--- config.mk ---
export PLATFORM = sky130hd
export DESIGN_NAME = uart_tx_dbuf
export DESIGN_NICKNAME = d
export VERILOG_FILES = /design/src/rtl/uart_tx_pkg.sv /design/src/rtl/uart_tx_baud.sv /design/src/rtl/uart_tx_hold.sv /design/src/rtl/uart_tx_frame.sv /design/src/rtl/uart_tx_dbuf.sv
export SDC_FILE = /design/constraint.sdc
export NUM_CORES = 1
export LEC_CHECK = 0
export BUFFER_PORTS_ARGS = -buffer_cell sky130_fd_sc_hd__clkbuf_2
export CAP_MARGIN = 20
export CORE_MARGIN = 3
export CORE_UTILIZATION = 45
export CTS_CLUSTER_SIZE = 14
export DETAILED_ROUTE_END_ITERATION = 12
export GPL_TIMING_DRIVEN = 0
export PLACE_DENSITY = 0.72
export SYNTH_ARGS = -nofsm -noshare
export SYNTH_HDL_FRONTEND = slang
export SYNTH_SLANG_ARGS = --single-unit
--- constraint.sdc ---
create_clock -name clk -period 8.45 [get_ports clk]
set_input_delay 1.2675 -clock clk [delete_from_list [all_inputs] [get_ports clk]]
set_output_delay 1.2675 -clock clk [all_outputs]
set_load 0.05 [all_outputs]
--- src/rtl/uart_tx_pkg.sv ---
package uart_tx_pkg;
    typedef enum logic [1:0] {
        ST_IDLE,
        ST_START,
        ST_DATA,
        ST_STOP
    } tx_state_t;
endpackage

--- src/rtl/uart_tx_baud.sv ---
module uart_tx_baud #(
    parameter int DIV_W    = 8,
    parameter int FAST_OVS = 16,
    parameter int SLOW_OVS = 64
) (
    input  logic             clk,
    input  logic             rst_n,
    input  logic             run,
    input  logic             fast,
    input  logic [DIV_W-1:0] divisor,
    output logic             bit_end
);
    localparam int CNT_W = $clog2(SLOW_OVS) + DIV_W;

    logic [CNT_W-1:0] cnt;
    logic [CNT_W:0]   prod;
    logic [CNT_W-1:0] limit;

    // bit period in clocks = (N+1) * oversampling factor
    always_comb begin
        prod  = ({1'b0, CNT_W'(divisor)} + (CNT_W+1)'(1))
              * (fast ? (CNT_W+1)'(FAST_OVS) : (CNT_W+1)'(SLOW_OVS));
        limit = CNT_W'(prod - (CNT_W+1)'(1));
    end

    always_ff @(posedge clk) begin
        if (!rst_n || !run) begin
            cnt <= '0;
        end else if (cnt >= limit) begin
            cnt <= '0;
        end else begin
            cnt <= cnt + 1'b1;
        end
    end

    assign bit_end = run && (cnt >= limit);
endmodule

--- src/rtl/uart_tx_hold.sv ---
module uart_tx_hold #(
    parameter int DATA_W = 8
) (
    input  logic              clk,
    input  logic              rst_n,
    input  logic              tx_en,
    input  logic              wr_valid,
    input  logic [DATA_W-1:0] wr_data,
    input  logic              take,
    output logic              full,
    output logic [DATA_W-1:0] data
);
    logic accept;

    assign accept = tx_en && wr_valid && !full;

    always_ff @(posedge clk) begin
        if (!rst_n || !tx_en) begin
            full <= 1'b0;
        end else if (take) begin
            full <= 1'b0;
        end else if (accept) begin
            full <= 1'b1;
        end
    end

    always_ff @(posedge clk) begin
        if (!rst_n) begin
            data <= '0;
        end else if (accept) begin
            data <= wr_data;
        end
    end
endmodule

--- src/rtl/uart_tx_frame.sv ---
module uart_tx_frame
    import uart_tx_pkg::*;
#(
    parameter int DATA_W = 8
) (
    input  logic              clk,
    input  logic              rst_n,
    input  logic              tx_en,
    input  logic              bit_end,
    input  logic              hold_full,
    input  logic [DATA_W-1:0] hold_data,
    output logic              take,
    output logic              busy,
    output logic              txd,
    output logic              shift_empty
);
    localparam int IDX_W = (DATA_W > 1) ? $clog2(DATA_W) : 1;
    localparam logic [IDX_W-1:0] LAST_IDX = IDX_W'(DATA_W - 1);

    tx_state_t         state, state_n;
    logic [DATA_W-1:0] shreg;
    logic [IDX_W-1:0]  idx;

    // next state and hand-off decision
    always_comb begin
        state_n = state;
        take    = 1'b0;
        if (!tx_en) begin
            state_n = ST_IDLE;
        end else begin
            unique case (state)
                ST_IDLE: begin
                    if (hold_full) begin
                        state_n = ST_START;
                        take    = 1'b1;
                    end
                end
                ST_START: begin
                    if (bit_end) state_n = ST_DATA;
                end
                ST_DATA: begin
                    if (bit_end && idx == LAST_IDX) state_n = ST_STOP;
                end
                ST_STOP: begin
                    if (bit_end) begin
                        if (hold_full) begin
                            state_n = ST_START;
                            take    = 1'b1;
                        end else begin
                            state_n = ST_IDLE;
                        end
                    end
                end
                default: state_n = ST_IDLE;
            endcase
        end
    end

    // state register
    always_ff @(posedge clk) begin
        if (!rst_n) begin
            state <= ST_IDLE;
        end else begin
            state <= state_n;
        end
    end

    // shift register and bit index
    always_ff @(posedge clk) begin
        if (!rst_n) begin
            shreg <= '0;
            idx   <= '0;
        end else if (take) begin
            shreg <= hold_data;
            idx   <= '0;
        end else if (state == ST_DATA && bit_end) begin
            shreg <= shreg >> 1;
            idx   <= idx + 1'b1;
        end
    end

    // outputs
    always_comb begin
        txd         = 1'b1;
        shift_empty = 1'b0;
        busy        = 1'b1;
        unique case (state)
            ST_IDLE: begin
                shift_empty = 1'b1;
                busy        = 1'b0;
            end
            ST_START: txd = 1'b0;
            ST_DATA:  txd = shreg[0];
            ST_STOP:  txd = 1'b1;
            default: begin
                shift_empty = 1'b1;
                busy        = 1'b0;
            end
        endcase
    end
endmodule

--- src/rtl/uart_tx_dbuf.sv ---
module uart_tx_dbuf #(
    parameter int DATA_W   = 8,
    parameter int DIV_W    = 8,
    parameter int FAST_OVS = 16,
    parameter int SLOW_OVS = 64
) (
    input  logic              clk,
    input  logic              rst_n,
    input  logic              tx_en,
    input  logic              fast,
    input  logic [DIV_W-1:0]  divisor,
    input  logic              wr_valid,
    input  logic [DATA_W-1:0] wr_data,
    output logic              txd,
    output logic              hold_empty,
    output logic              shift_empty,
    output logic              irq
);
    logic              bit_end;
    logic              busy;
    logic              take;
    logic              hold_full;
    logic [DATA_W-1:0] hold_data;

    uart_tx_baud #(
        .DIV_W   (DIV_W),
        .FAST_OVS(FAST_OVS),
        .SLOW_OVS(SLOW_OVS)
    ) i_baud (
        .clk    (clk),
        .rst_n  (rst_n),
        .run    (busy),
        .fast   (fast),
        .divisor(divisor),
        .bit_end(bit_end)
    );

    uart_tx_hold #(
        .DATA_W(DATA_W)
    ) i_hold (
        .clk     (clk),
        .rst_n   (rst_n),
        .tx_en   (tx_en),
        .wr_valid(wr_valid),
        .wr_data (wr_data),
        .take    (take),
        .full    (hold_full),
        .data    (hold_data)
    );

    uart_tx_frame #(
        .DATA_W(DATA_W)
    ) i_frame (
        .clk        (clk),
        .rst_n      (rst_n),
        .tx_en      (tx_en),
        .bit_end    (bit_end),
        .hold_full  (hold_full),
        .hold_data  (hold_data),
        .take       (take),
        .busy       (busy),
        .txd        (txd),
        .shift_empty(shift_empty)
    );

    assign hold_empty = !hold_full;
    assign irq        = hold_empty;
endmodule

# After elaboration in Yosys (flattened, before gate mapping)
# Cells that the tools add are included.
# word_totals
regBits,36
inputBits,21
output_inout_bits,4
elab_cells,54
# classes
addsub,4
multipliers,1
magnitude_cmp,1
n_eq_ne,8
n_mux,16
bitwise_logic,1
reduce_logical,17
# op_table
op,n
8-bit two-way mux,2
15-bit by 15-bit multiplier with 14-bit output,1
14-bit by 1-bit adder with 14-bit output (second input constant),1
14-bit greater-or-equal comparator,1
14-bit by 1-bit subtractor with 14-bit output (second input constant),1
8-bit by 1-bit adder with 9-bit output (second input constant),1
2-bit two-way mux,4
2-bit by 1-bit inequality test with 1-bit output (second input constant),4
2-bit one-hot mux with 4 select lines,1
7-bit two-way mux,1
1-bit two-way mux,6
2-bit OR reduction,3
1-bit logical AND,5
2-bit equality test (second input constant),2
1-bit one-hot mux with 2 select lines,2
4-bit AND reduction,1
3-bit by 1-bit adder with 3-bit output (second input constant),1
3-bit equality test (second input constant),1
1-bit logical NOT,3
2-bit by 1-bit equality test with 1-bit output (second input constant),1
2-bit logical NOT,1
1-bit logical OR,2
2-bit AND reduction,1
2-bit nonzero test,1
1-bit inverter,1

# Longest topological paths before layout
# Gate-level depths: netlist of the first run.
# logic_depth
ltp_word,9
ltp_mapped,22
mapped_depth_nobuf,21

# By module
# A second synthesis of the first run with hierarchy kept.
# unflattened
cells_unflattened,334
area_unflattened_um2,2780.2
# modules_own_cells
module,instances,cells_each,area_per_inst_um2,seq_area_each_um2
uart_tx_baud,1,201,1661.6,280.3
uart_tx_frame,1,91,739.5,260.2
uart_tx_hold,1,40,367.9,180.2
uart_tx_dbuf,1,2,11.3,0.0

# Worst setup path before layout of the first run
# Ideal clock, no wire load.
# synth_path
path_kind,in2reg
from,input port divisor[0]
to,register i_frame.idx[1]
setup_ps,116
arrival_ps,5797
required_time_ps,8334
path_slack_ps,2538
stages,22
path_buffers,1
cell_sequence,ha_1 nand3_1 xor2_1 nand2b_1 fa_1 inv_1 ha_1 ha_1 fa_1 a21o_1 a21oi_1 o21ai_0 xnor2_1 xnor2_1 ha_1 and4_1 a21oi_1 o22a_2 a21boi_2 buf_6 mux2_1 and3_1
# synth_between
elab_chain_len,9
word_cells_on_any_way,10
cone_classes,2 x add/sub; 1 x mul; 1 x order compare; 3 x mux; 3 x reduce/logical
# synth_lines
item,line,text
from (decl),uart_tx_dbuf.sv:11,"input logic [DIV_W-1:0] divisor,"
8-bit by 1-bit adder with 9-bit output *,uart_tx_baud.sv:21,"prod = ({1'b0, CNT_W'(divisor)} + (CNT_W+1)'(1))"
15-bit by 15-bit multiplier with 14-bit output *,uart_tx_baud.sv:22,* (fast ? (CNT_W+1)'(FAST_OVS) : (CNT_W+1)'(SLOW_OVS));
14-bit by 1-bit subtractor with 14-bit output *,uart_tx_baud.sv:23,limit = CNT_W'(prod - (CNT_W+1)'(1));
14-bit greater-or-equal comparator *,uart_tx_baud.sv:36,assign bit_end = run && (cnt >= limit);
1-bit logical AND *,uart_tx_baud.sv:36,
1-bit two-way mux,uart_tx_frame.sv:45,if (bit_end) begin
1-bit one-hot mux with 2 select lines,uart_tx_frame.sv:31,unique case (state)
1-bit two-way mux,uart_tx_frame.sv:28,if (!tx_en) begin
2-bit OR reduction (no source line),-,
to (signal assigned),uart_tx_frame.sv:78,idx <= idx + 1'b1;
to (decl),uart_tx_frame.sv:22,logic [IDX_W-1:0] idx;
# Mark *: on every way between the ends. The rest lies on a longest branch, timed or not.
# A chain may end at the register's enable or synchronous reset.

# Worst setup path after layout of the first run
# layout_path
from,input port divisor[2]
to,register i_hold.full
# layout_between
elab_chain_len,9
# layout_lines
item,line,text
8-bit by 1-bit adder with 9-bit output,uart_tx_baud.sv:21,
15-bit by 15-bit multiplier with 14-bit output,uart_tx_baud.sv:22,
14-bit by 1-bit subtractor with 14-bit output,uart_tx_baud.sv:23,
14-bit greater-or-equal comparator,uart_tx_baud.sv:36,
1-bit logical AND,uart_tx_baud.sv:36,
1-bit two-way mux,uart_tx_frame.sv:45,
1-bit one-hot mux with 2 select lines,uart_tx_frame.sv:31,
1-bit two-way mux,uart_tx_frame.sv:28,
2-bit OR reduction (no source line),-,
to (signal assigned),uart_tx_hold.sv:19,full <= 1'b0;
to (signal assigned),uart_tx_hold.sv:21,full <= 1'b0;
to (signal assigned),uart_tx_hold.sv:23,full <= 1'b1;
to (decl),uart_tx_hold.sv:10,"output logic full,"
# No other way between the ends.

==> results of run 1 <==
-- layout make-up --
| cell class | instances | area share [%] |
|---|---|---|
| sequential | 36 | 24.15 |
| multi-input combinational | 225 | 61.01 |
| timing repair buffer | 24 | 4.025 |
| inverter | 26 | 3.270 |
| clock buffer | 7 | 2.893 |
| clock inverter | 1 | 0.2516 |
| buffer | 6 | 1.384 |
| tap | 72 | 3.019 |
-- power groups by stage --
stage | registers (mW) | logic [mW] | clock network (mW)
after floorplan | 0.179 | 0.113 | 0
after global placement | 0.179 | 0.138 | 0
after detailed placement | 0.180 | 0.143 | 0
after CTS | 0.176 | 0.146 | 0.130
after global routing | 0.176 | 0.169 | 0.136
final | 0.176 | 0.143 | 0.125
-- cells in the mapped netlist (2+ instances only) --
library cell / instances
a211oi_1: 9
mux2i_1: 17
o21ai_0: 7
or3_1: 2
buf_6: 2
nand2b_1: 7
nand4_1: 6
fa_1: 6
and3_1: 8
nand2_1: 10
or2_2: 3
mux2_1: 2
nor2b_1: 3
and4_1: 2
clkbuf_1: 3
xnor2_1: 14
inv_1: 26
nand3_1: 7
a21o_1: 2
dfxtp_1: 36
xor2_1: 13
nor2_1: 33
ha_1: 40
a21oi_1: 16
-- worst max-delay path by stage --
stage,endpoint,slack (ns)
2_1_floorplan,i_frame.idx[1]$_SDFFE_PP0P_,2.54
3_3_place_gp,i_hold.full$_SDFFE_PP0P_,2.01
3_5_place_dp,i_hold.full$_SDFFE_PP0P_,1.99
4_1_cts,i_hold.full$_SDFFE_PP0P_,2.24
5_1_grt,i_hold.full$_SDFFE_PP0P_,1.86
6_report,i_hold.full$_SDFFE_PP0P_,2.28
-- logic make-up (layout without fill, tap and decap cells) --
| kind of cell | Yosys count | in the layout | share of synthesized area, % |
|---|---|---|---|
| xor+xnor | 27 | 27 | 8.824 |
| fa+ha+maj | 46 | 46 | 23.16 |
| simple gates | 85 | 85 | 15.97 |
| compound gates | 48 | 48 | 12.79 |
| mux | 19 | 19 | 7.189 |
| flops | 36 | 36 | 26.89 |
| buf+inv | 32 | 64 | 5.182 |
-- state kept, by name, indices dropped and copies added (netlist names) --
name / cells
i_baud.cnt: 14
i_frame.idx: 3
i_frame.shreg: 8
i_frame.state: 2
i_hold.data: 8
i_hold.full: 1
-- layer usage --
| layer | vias to the layer above | GRT usage, % | part of all wire [%] |
|---|---|---|---|
| met5 | - | 0 | 0 |
| met4 | 0 | 4.903 | 1.4 |
| met3 | 6 | 2.381 | 1.4 |
| met2 | 11 | 24.20 | 48 |
| met1 | 955 | 18.70 | 49 |
| li1 | 1087 | - | - |
-- metrics by stage --
step	hold slack [ns]	worst slack, ns	cell area, µm²	instances
after floorplan	0.4132	2.538	2680	293
after global placement	0.4284	2.010	2890	389
after detailed placement	0.4318	1.995	2890	389
after CTS	0.4522	2.245	2984	397
after global routing	0.4907	1.858	2984	397
final	0.4453	2.277	2984	397
-- worst max-delay path, delay by kind of cell --
kind,cells,cell delay [ns]
simple gates,5,0.91
buf+inv,3,0.30
compound gates,6,1.29
fa+ha+maj,6,2.07
xor+xnor,3,0.55
==> impl_results.md, run 1 <==
- Vias in the first global route: 1968
- Starting Density: 47.50%
- Post-synth cell types: 43
- First-pass GRT wire length: 8459 µm
- Pin count of the biggest net entering global routing: 12
- R2R Path End: i_hold.full$_SDFFE_PP0P_
- Sequential Area: 720.7 µm²
- Syn_nets: 360
- Postcts setup bufs: 0
- IO buf count: 24
- Synth area leader: dfxtp_1
- Post-cts sizing count: 0
- Vias per cell: 5.186
- Clk sinks: 36
- LEAKAGE: 1.391 nW
- Post-Syn Area: 2680 µm²
- Slew margin rel.: 66.68%
- Flop pwr share: 39.6%
- Internal power: 0.3046 mW
- Sw frac: 31.43%
- Clk slew on worst S/H paths: 0.07 ns
- CP max-delay cell: fa_1
- Cell chain of the critical path: clkbuf_2 > nand3_1 > xor2_1 > nand2b_1 > fa_1 > inv_1 > ha_1 > ha_1 > ha_1 > fa_1 > a21o_1 > a21oi_1 > o21ai_0 > xnor2_1 > xnor2_1 > ha_1 > and4_1 > a21oi_1 > o22ai_2 > o211ai_4 > and2_4 > buf_6 > nor3b_2
- Die area: 6918 µm²
- Worst min path class: reg2reg
- CP Data Arrival Time: 6.39 ns
- Commonest non-fill, non-tap cell in the layout: ha_1
- Post-synth top area share: 26.89%
- Post-synth EDFFs: 0
- Unrepaired setup endpoints after global routing: false
- Hpwl dp: 3782 µm
- Worst flop-to-flop path startpoint: i_baud.cnt[5]$_SDFF_PP0_
- Outcome: completed
- Register area share after synthesis: 26.89%
- DR WL/cell: 11.92 µm
- Worst r2r path cells: 8
- Worst Path Required: 8.67 ns
- Num CTS Buffers: 5
- R2r setup slk: 6.18 ns
- Layout Utilization: 52.89%
- Share of cells above drive strength 1: 14.15%
- Async SR Flop Fraction: 0%
- Post-CTS Hold Buffers: 0
- DRC: 0
- Clk_lat worst skew: 0.28 ns
- Nets: 391
- Yosys warning total: 0
- Comb pwr share: 32.2%
- DRT antenna net count: 0
- Ys flop type: dfxtp_1
- Rows: 27
- Area of the multi-input gates: 1821 µm²
- First-pass iteration count of the detailed router: 4
- Worst setup path start: divisor[2]
- Ports: 25
- Hold Path Origin: i_baud.cnt[0]$_SDFF_PP0_
- Design Power: 0.4443 mW
- CTS H-Tree Depth: 2
- WL final: 4734 µm
- FILL cells: 522
- Setup TNS: 0 ns
- Final min period: 6.173 ns
- Syn Inst Count: 293
- Period utilization: 73.05%
- Max rail drop VDD: 0.1573 mV
- Hold path cells: 1
- 1st-iter DRT viols: 52
- Ant diodes: 0
- CP endpoint kind: register
- Worst Setup Path Type: in2reg
- Max Clock Freq: 0.1620 GHz
- Clock share of power: 28.2%
- Final setup vio count: 0
- Core ar.: 5642 µm²
- Synthesis-to-layout area growth: 11.34%
- Startpoint Class: input port
- Final hold violation count: 0
- Global Route Usage Sum: 14.42%
- Switching power: 0.1396 mW
- Top area cells in the synthesized netlist: dfxtp_1, ha_1, mux2i_1
- Critical path's largest stage delay: 0.55 ns
- Max clock buf depth: 2
- Routability Congestion: 0.7466
- Die Width: 83.18 µm
- Root Driver: clkbuf_8
- PwrDens: 148.9 nW/µm²
- Max-Cap Viols: 0
- Hold EP: i_baud.cnt[0]$_SDFF_PP0_
- Vias: 2059
- Initial antenna violation count: 0
- GRT overflow: 0
- Most frequent cells in the layout: ha_1, dfxtp_1, nor2_1, inv_1, clkbuf_2
- Synthesized flop and latch total: 36
- Slew Limit Fails: 0
- Worst slew pin tran: 0.4984 ns
- Clock Skew: 0.009190 ns
- Mean Syn Cell Area: 9.147 µm²
- CTS tree: built
- Most frequent CP cell: ha_1
- Die height: 83.18 µm
- CP max FO: 10
(Power assumes the default switching activity.)
==> run 2, diff against run 1 <==
PLACE_DENSITY = 0.75   (was 0.72)
clock period = 5.3 ns   (was 8.45 ns; I/O delays follow)
==> run 2 against run 1 <==
Net effect:
- global-route usage grew 0.55 points
- flip-flop and latch count is the same
- core utilization grew 5.1 points
- wire length grew 9.4%
- non-clock buffer count grew 9
- via count grew 3.4%
- clock power grew 87%
==> impl_results.md, run 2 (synthesis gave the netlist of run 1 again) <==
- Root Driver: clkbuf_8
- Clk slew on worst S/H paths: 0.07 ns
- Worst Setup Path Type: in2reg
- 1st-iter DRT viols: 50
- Share of cells above drive strength 1: 23.05%
- IO buf count: 24
- Pin count of the biggest net entering global routing: 12
- PwrDens: 245.5 nW/µm²
- Vias: 2129
- Slew margin rel.: 64.75%
- Ports: 25
- Placed cell area: 2909 µm²
- Rows: 27
- Core ar.: 5642 µm²
- Metal2 WL: 2618 µm
- DRT antenna net count: 0
- Max reg flops: 14
- WL final: 5180 µm
- Max rail drop VDD: 0.1765 mV
- Final setup vio count: 0
- Worst slew pin tran: 0.5273 ns
- Final min period: 5.086 ns
- LEAKAGE: 1.467 nW
- Hold Worst Slack: 0.4482 ns
- Max clock buf depth: 2
- Clk_lat worst skew: 0.28 ns
- Worst min path class: reg2reg
- Sequential Area: 720.7 µm²
- Post-Layout Inst Area: 3272 µm²
- First-pass GRT wire length: 8783 µm
- Slew Limit Fails: 0
- Period utilization: 95.96%
- Num CTS Buffers: 5
- Routability Congestion: 0.7710
- Layout Utilization: 58.00%
- CTS tree: built
- Final Non-Filler Cells: 406
- Starting Density: 47.50%
- Most flop-heavy register: i_baud.cnt
- Global Route Usage Sum: 14.97%
- Clock Skew: 0.002687 ns
- Hpwl dp: 3883 µm
- DRC: 0
- CP endpoint kind: register
- Area of the multi-input gates: 1994 µm²
- Ant diodes: 0
- DR top layer: met4
- Biggest registers after layout: i_baud.cnt (14), i_frame.shreg (8), i_hold.data (8)
- DR WL/cell: 12.76 µm
- Initial antenna violation count: 0
- GRT overflow: 0
- Synthesis-to-layout area growth: 22.08%
- CTS H-Tree Depth: 2
- Outcome: completed
- Startpoint Class: input port
- Nets: 400
- Vias per cell: 5.244
- Commonest non-fill, non-tap cell in the layout: dfxtp_1
- First-pass iteration count of the detailed router: 4
- Worst Path Required: 5.48 ns
- WL met3: 151 µm
- Clk sinks: 36
- Die Width: 83.18 µm
- CP Data Arrival Time: 5.27 ns
- Vias in the first global route: 2120
- Die area: 6918 µm²
- Design Power: 0.8032 mW
- Final hold violation count: 0
- Max-Cap Viols: 0
- CP max FO: 3
- Max Clock Freq: 0.1966 GHz
- DRT met1 WL: 2338 µm
- FILL cells: 483
- Die height: 83.18 µm
- Most frequent cells in the layout: dfxtp_1, nor2_1, ha_1, inv_1, clkbuf_2
- Placed Cells: 389
[run 2: changes by cell type in the layout (fill, tap and decap cells not counted), sizes merged]
cell      previous run  this run
buf                  3        18
bufinv               0         1
clkbuf              34        27
clkinv               0         1
clkinvlp             1         0
[run 2: layout make-up]
class	instances	share of cell area, %
multi-input cells	225	60.96
clock inverters	2	1.071
repair buffers	33	6.463
plain buffers	6	1.530
flip-flops and latches	36	22.03
clock buffers	6	2.218
well taps	72	2.753
inverters	26	2.983
[run 2: worst paths after layout]
kind	start	to	slack [ns]	cells after the start
worst max-delay path	divisor[1]	i_frame.idx[1]$_SDFFE_PP0P_	0.21	23
worst min-delay path	i_baud.cnt[0]$_SDFF_PP0_	i_baud.cnt[0]$_SDFF_PP0_	0.45	1
worst max register to register	i_baud.cnt[5]$_SDFF_PP0_	i_frame.shreg[3]$_SDFFE_PN0P_	3.10	9
worst min register to register	i_baud.cnt[0]$_SDFF_PP0_	i_baud.cnt[0]$_SDFF_PP0_	0.45	1
[run 2: routing by layer]
metal	vias to the layer above	global-route usage (%)
li1	1094	-
met5	-	0
met1	994	18.62
met3	6	2.282
met2	35	25.58
met4	0	6.389
[run 2: critical path: stages]
cell	delay [ns]
buf_4	0.13
nand3_4	0.08
xor2_1	0.20
nand2b_4	0.16
fa_1	0.41
inv_1	0.11
ha_4	0.22
ha_4	0.24
ha_4	0.16
fa_2	0.39
a21o_1	0.17
a21oi_2	0.17
o21ai_1	0.09
xnor2_1	0.19
xnor2_1	0.10
ha_2	0.33
and4_4	0.21
a21oi_2	0.08
o22a_2	0.26
a21boi_2	0.14
buf_6	0.13
mux2_1	0.31
and3_1	0.17
[run 2: stage by stage]
step | setup WS [ns] | setup TNS [ns]
5_1_grt | -0.02448 | -0.03017
3_5_place_dp | -0.4913 | -10.36
3_3_place_gp | -0.4913 | -9.998
6_report | 0.2141 | 0
2_1_floorplan | 0.007522 | 0
4_1_cts | 0.01598 | 0
[run 2: what timing repair did]
item                       in CTS  in global routing
hold buffers                    0                  0
hold endpoints to repair        0                  0
setup endpoints to repair      23                 24
gates resized for setup         9                 31
pin swaps                       5                 14
setup buffers                   5                  4
[run 2: power breakdown]
part           switching [mW]  internal [mW]  total (mW)  leakage (nW)
sequential            0.00385          0.277       0.280         0.292
combinational           0.148          0.141       0.289          1.12
clock                  0.0941          0.140       0.234        0.0552
total                   0.246          0.557       0.803          1.47
==> run 3, diff against run 2 <==
GPL_TIMING_DRIVEN = 1   (was 0)
PLACE_DENSITY = 0.72   (was 0.75)
clock period = 6.2 ns   (was 5.3 ns; I/O delays follow)
==> run 3 against run 2 <==
Net effect:
- register-to-register slack improved by 0.93 ns
- non-clock buffer count down 13
- clock skew rose by 0.0058 ns
- design area fell by 9.2%
- critical path type unchanged
- worst setup slack improved by 0.30 ns
- sequential share of layout area is 2.2 points higher
- count of clock-buffer cells in the layout did not move
- flip-flop and latch count is the same
- total power shrank 21%
==> impl_results.md, run 3 (synthesis gave the netlist of run 1 again) <==
- Hold Worst Slack: 0.4568 ns
- End of the critical path: i_frame.shreg[0]$_SDFFE_PN0P_
- Cell chain of the critical path: clkbuf_2 > ha_1 > nand3_1 > xor2_1 > nand2b_1 > fa_1 > inv_1 > ha_1 > ha_1 > fa_1 > a21o_1 > a21oi_1 > o21ai_0 > xnor2_1 > xnor2_1 > ha_1 > and4_1 > a21oi_1 > o22ai_2 > o211ai_4 > and2_4 > a211oi_1
- Max rail drop VDD: 0.1707 mV
- Max-Cap Viols: 0
- Clk sinks: 36
- WL final: 4818 µm
- Switching power: 0.1927 mW
- CP Data Arrival Time: 5.84 ns
- Nets: 387
- Vias: 2064
- Global Route Usage Sum: 14.46%
- Worst flop-to-flop path startpoint: i_baud.cnt[5]$_SDFF_PP0_
- Worst Path Required: 6.35 ns
- CTS H-Tree Depth: 2
- Commonest non-fill, non-tap cell in the layout: ha_1
- LEAKAGE: 1.391 nW
- Die height: 83.18 µm
- Placed cell area: 2864 µm²
- Clk slew on worst S/H paths: 0.07 ns
- Biggest registers after layout: i_baud.cnt (14), i_frame.shreg (8), i_hold.data (8)
- Final setup vio count: 0
- Initial antenna violation count: 0
- Worst Setup Path Type: in2reg
- Synthesis-to-layout area growth: 10.88%
- Max clock buf depth: 2
- Post-cts sizing count: 0
- Postcts setup bufs: 0
- DRC: 0
- Final hold violation count: 0
- Comb pwr share: 30.6%
- Clock Skew: 0.008505 ns
- Internal power: 0.4424 mW
- Unrepaired setup endpoints after global routing: false
- Startpoint Class: input port
- Die area: 6918 µm²
- Final min period: 5.685 ns
- Area of the multi-input gates: 1821 µm²
- Hold path cells: 1
- Vias in the first global route: 1976
- Clock share of power: 31.7%
- PwrDens: 213.7 nW/µm²
- Routability Congestion: 0.7657
- Sw frac: 30.33%
- Vias per cell: 5.252
- Sequential Area: 720.7 µm²
- Root Driver: clkbuf_8
- Slew margin rel.: 66.27%
- First-pass iteration count of the detailed router: 4
- Post-CTS Hold Buffers: 0
- Starting Density: 47.50%
- Critical path depth: 22
- DR WL/cell: 12.26 µm
- R2R Path End: i_frame.shreg[0]$_SDFFE_PN0P_
- Worst slew pin tran: 0.5045 ns
- DRT antenna net count: 0
- Final worst slack: 0.5145 ns
- Clk_lat worst skew: 0.29 ns
- Design Power: 0.6351 mW
- Most frequent cells in the layout: ha_1, dfxtp_1, nor2_1, inv_1, clkbuf_2
- 1st-iter DRT viols: 54
- IO buf count: 24
- Max reg flops: 14
- Post-Place Worst Slack: 0.2071 ns
- Share of cells above drive strength 1: 14.02%
- Die Width: 83.18 µm
- Slew Limit Fails: 0
- Final Non-Filler Cells: 393
- R2r setup slk: 4.03 ns
- CP max-delay cell: fa_1
- Ant diodes: 0
- Most frequent CP cell: ha_1
- GRT overflow: 0
- Layout Utilization: 52.67%
- Ports: 25
- Outcome: completed
- Num CTS Buffers: 5
- CP endpoint kind: register
- Max Clock Freq: 0.1759 GHz
- Worst min path class: reg2reg
- Period utilization: 91.70%
- Worst setup path start: divisor[0]
- Hpwl dp: 3856 µm
- First-pass GRT wire length: 8528 µm
- Placed Cells: 385
- Critical path's top delay family: adder cells
- Critical path's largest stage delay: 0.52 ns
- Post-Layout Inst Area: 2972 µm²
- Worst r2r path cells: 7
- CTS tree: built
- Worst path bufs/invs: 2
- Flop pwr share: 37.7%
- Most flop-heavy register: i_baud.cnt
- Pin count of the biggest net entering global routing: 18
- FILL cells: 524
- Core ar.: 5642 µm²
- CP max FO: 11
- Setup TNS: 0 ns
- Rows: 27
## run 3: how the worst min path moves through the flow
stage / from / to / slack (ns)
after floorplan: i_baud.cnt[0]$_SDFF_PP0_ / i_baud.cnt[0]$_SDFF_PP0_ / 0.41
after global placement: i_baud.cnt[0]$_SDFF_PP0_ / i_baud.cnt[0]$_SDFF_PP0_ / 0.43
after detailed placement: i_baud.cnt[0]$_SDFF_PP0_ / i_baud.cnt[0]$_SDFF_PP0_ / 0.45
after CTS: i_baud.cnt[0]$_SDFF_PP0_ / i_baud.cnt[0]$_SDFF_PP0_ / 0.46
after global routing: i_baud.cnt[0]$_SDFF_PP0_ / i_baud.cnt[0]$_SDFF_PP0_ / 0.51
final: i_baud.cnt[0]$_SDFF_PP0_ / i_baud.cnt[0]$_SDFF_PP0_ / 0.46
## run 3: worst reg2reg max path, delay by kind of cell (launching register included)
family / cells / cell delay (ns)
AOI/OAI and AO/OA: 5 / 1.06
adders and majority gates: 1 / 0.28
DFF: 1 / 0.41
and+or+nand+nor: 1 / 0.29
## run 3: power groups by stage
stage               combinational [mW]  sequential, mW  clock [mW]
finish                           0.194           0.240       0.201
global route                     0.229           0.240       0.215
CTS                              0.199           0.240       0.207
detailed placement               0.197           0.245           0
global placement                 0.190           0.245           0
floorplan                        0.154           0.244           0
## run 3: per-layer routing
metal,wire length (µm),part of all wire (%),GRT usage (%),vias up
met4,50,1.0,5.052,0
met2,2329,48,24.42,37
met1,2285,47,18.51,953
li1,-,-,-,1068
met3,153,3.2,2.480,6
met5,0,0,0,-
## run 3: layout make-up
cell class | count | share of cell area [%]
Clock buffer | 6 | 2.442
Inverter | 26 | 3.284
Tap cell | 72 | 3.032
Clock inverter | 2 | 1.179
Multi-Input combinational cell | 225 | 61.26
Sequential cell | 36 | 24.25
Timing Repair Buffer | 26 | 4.547
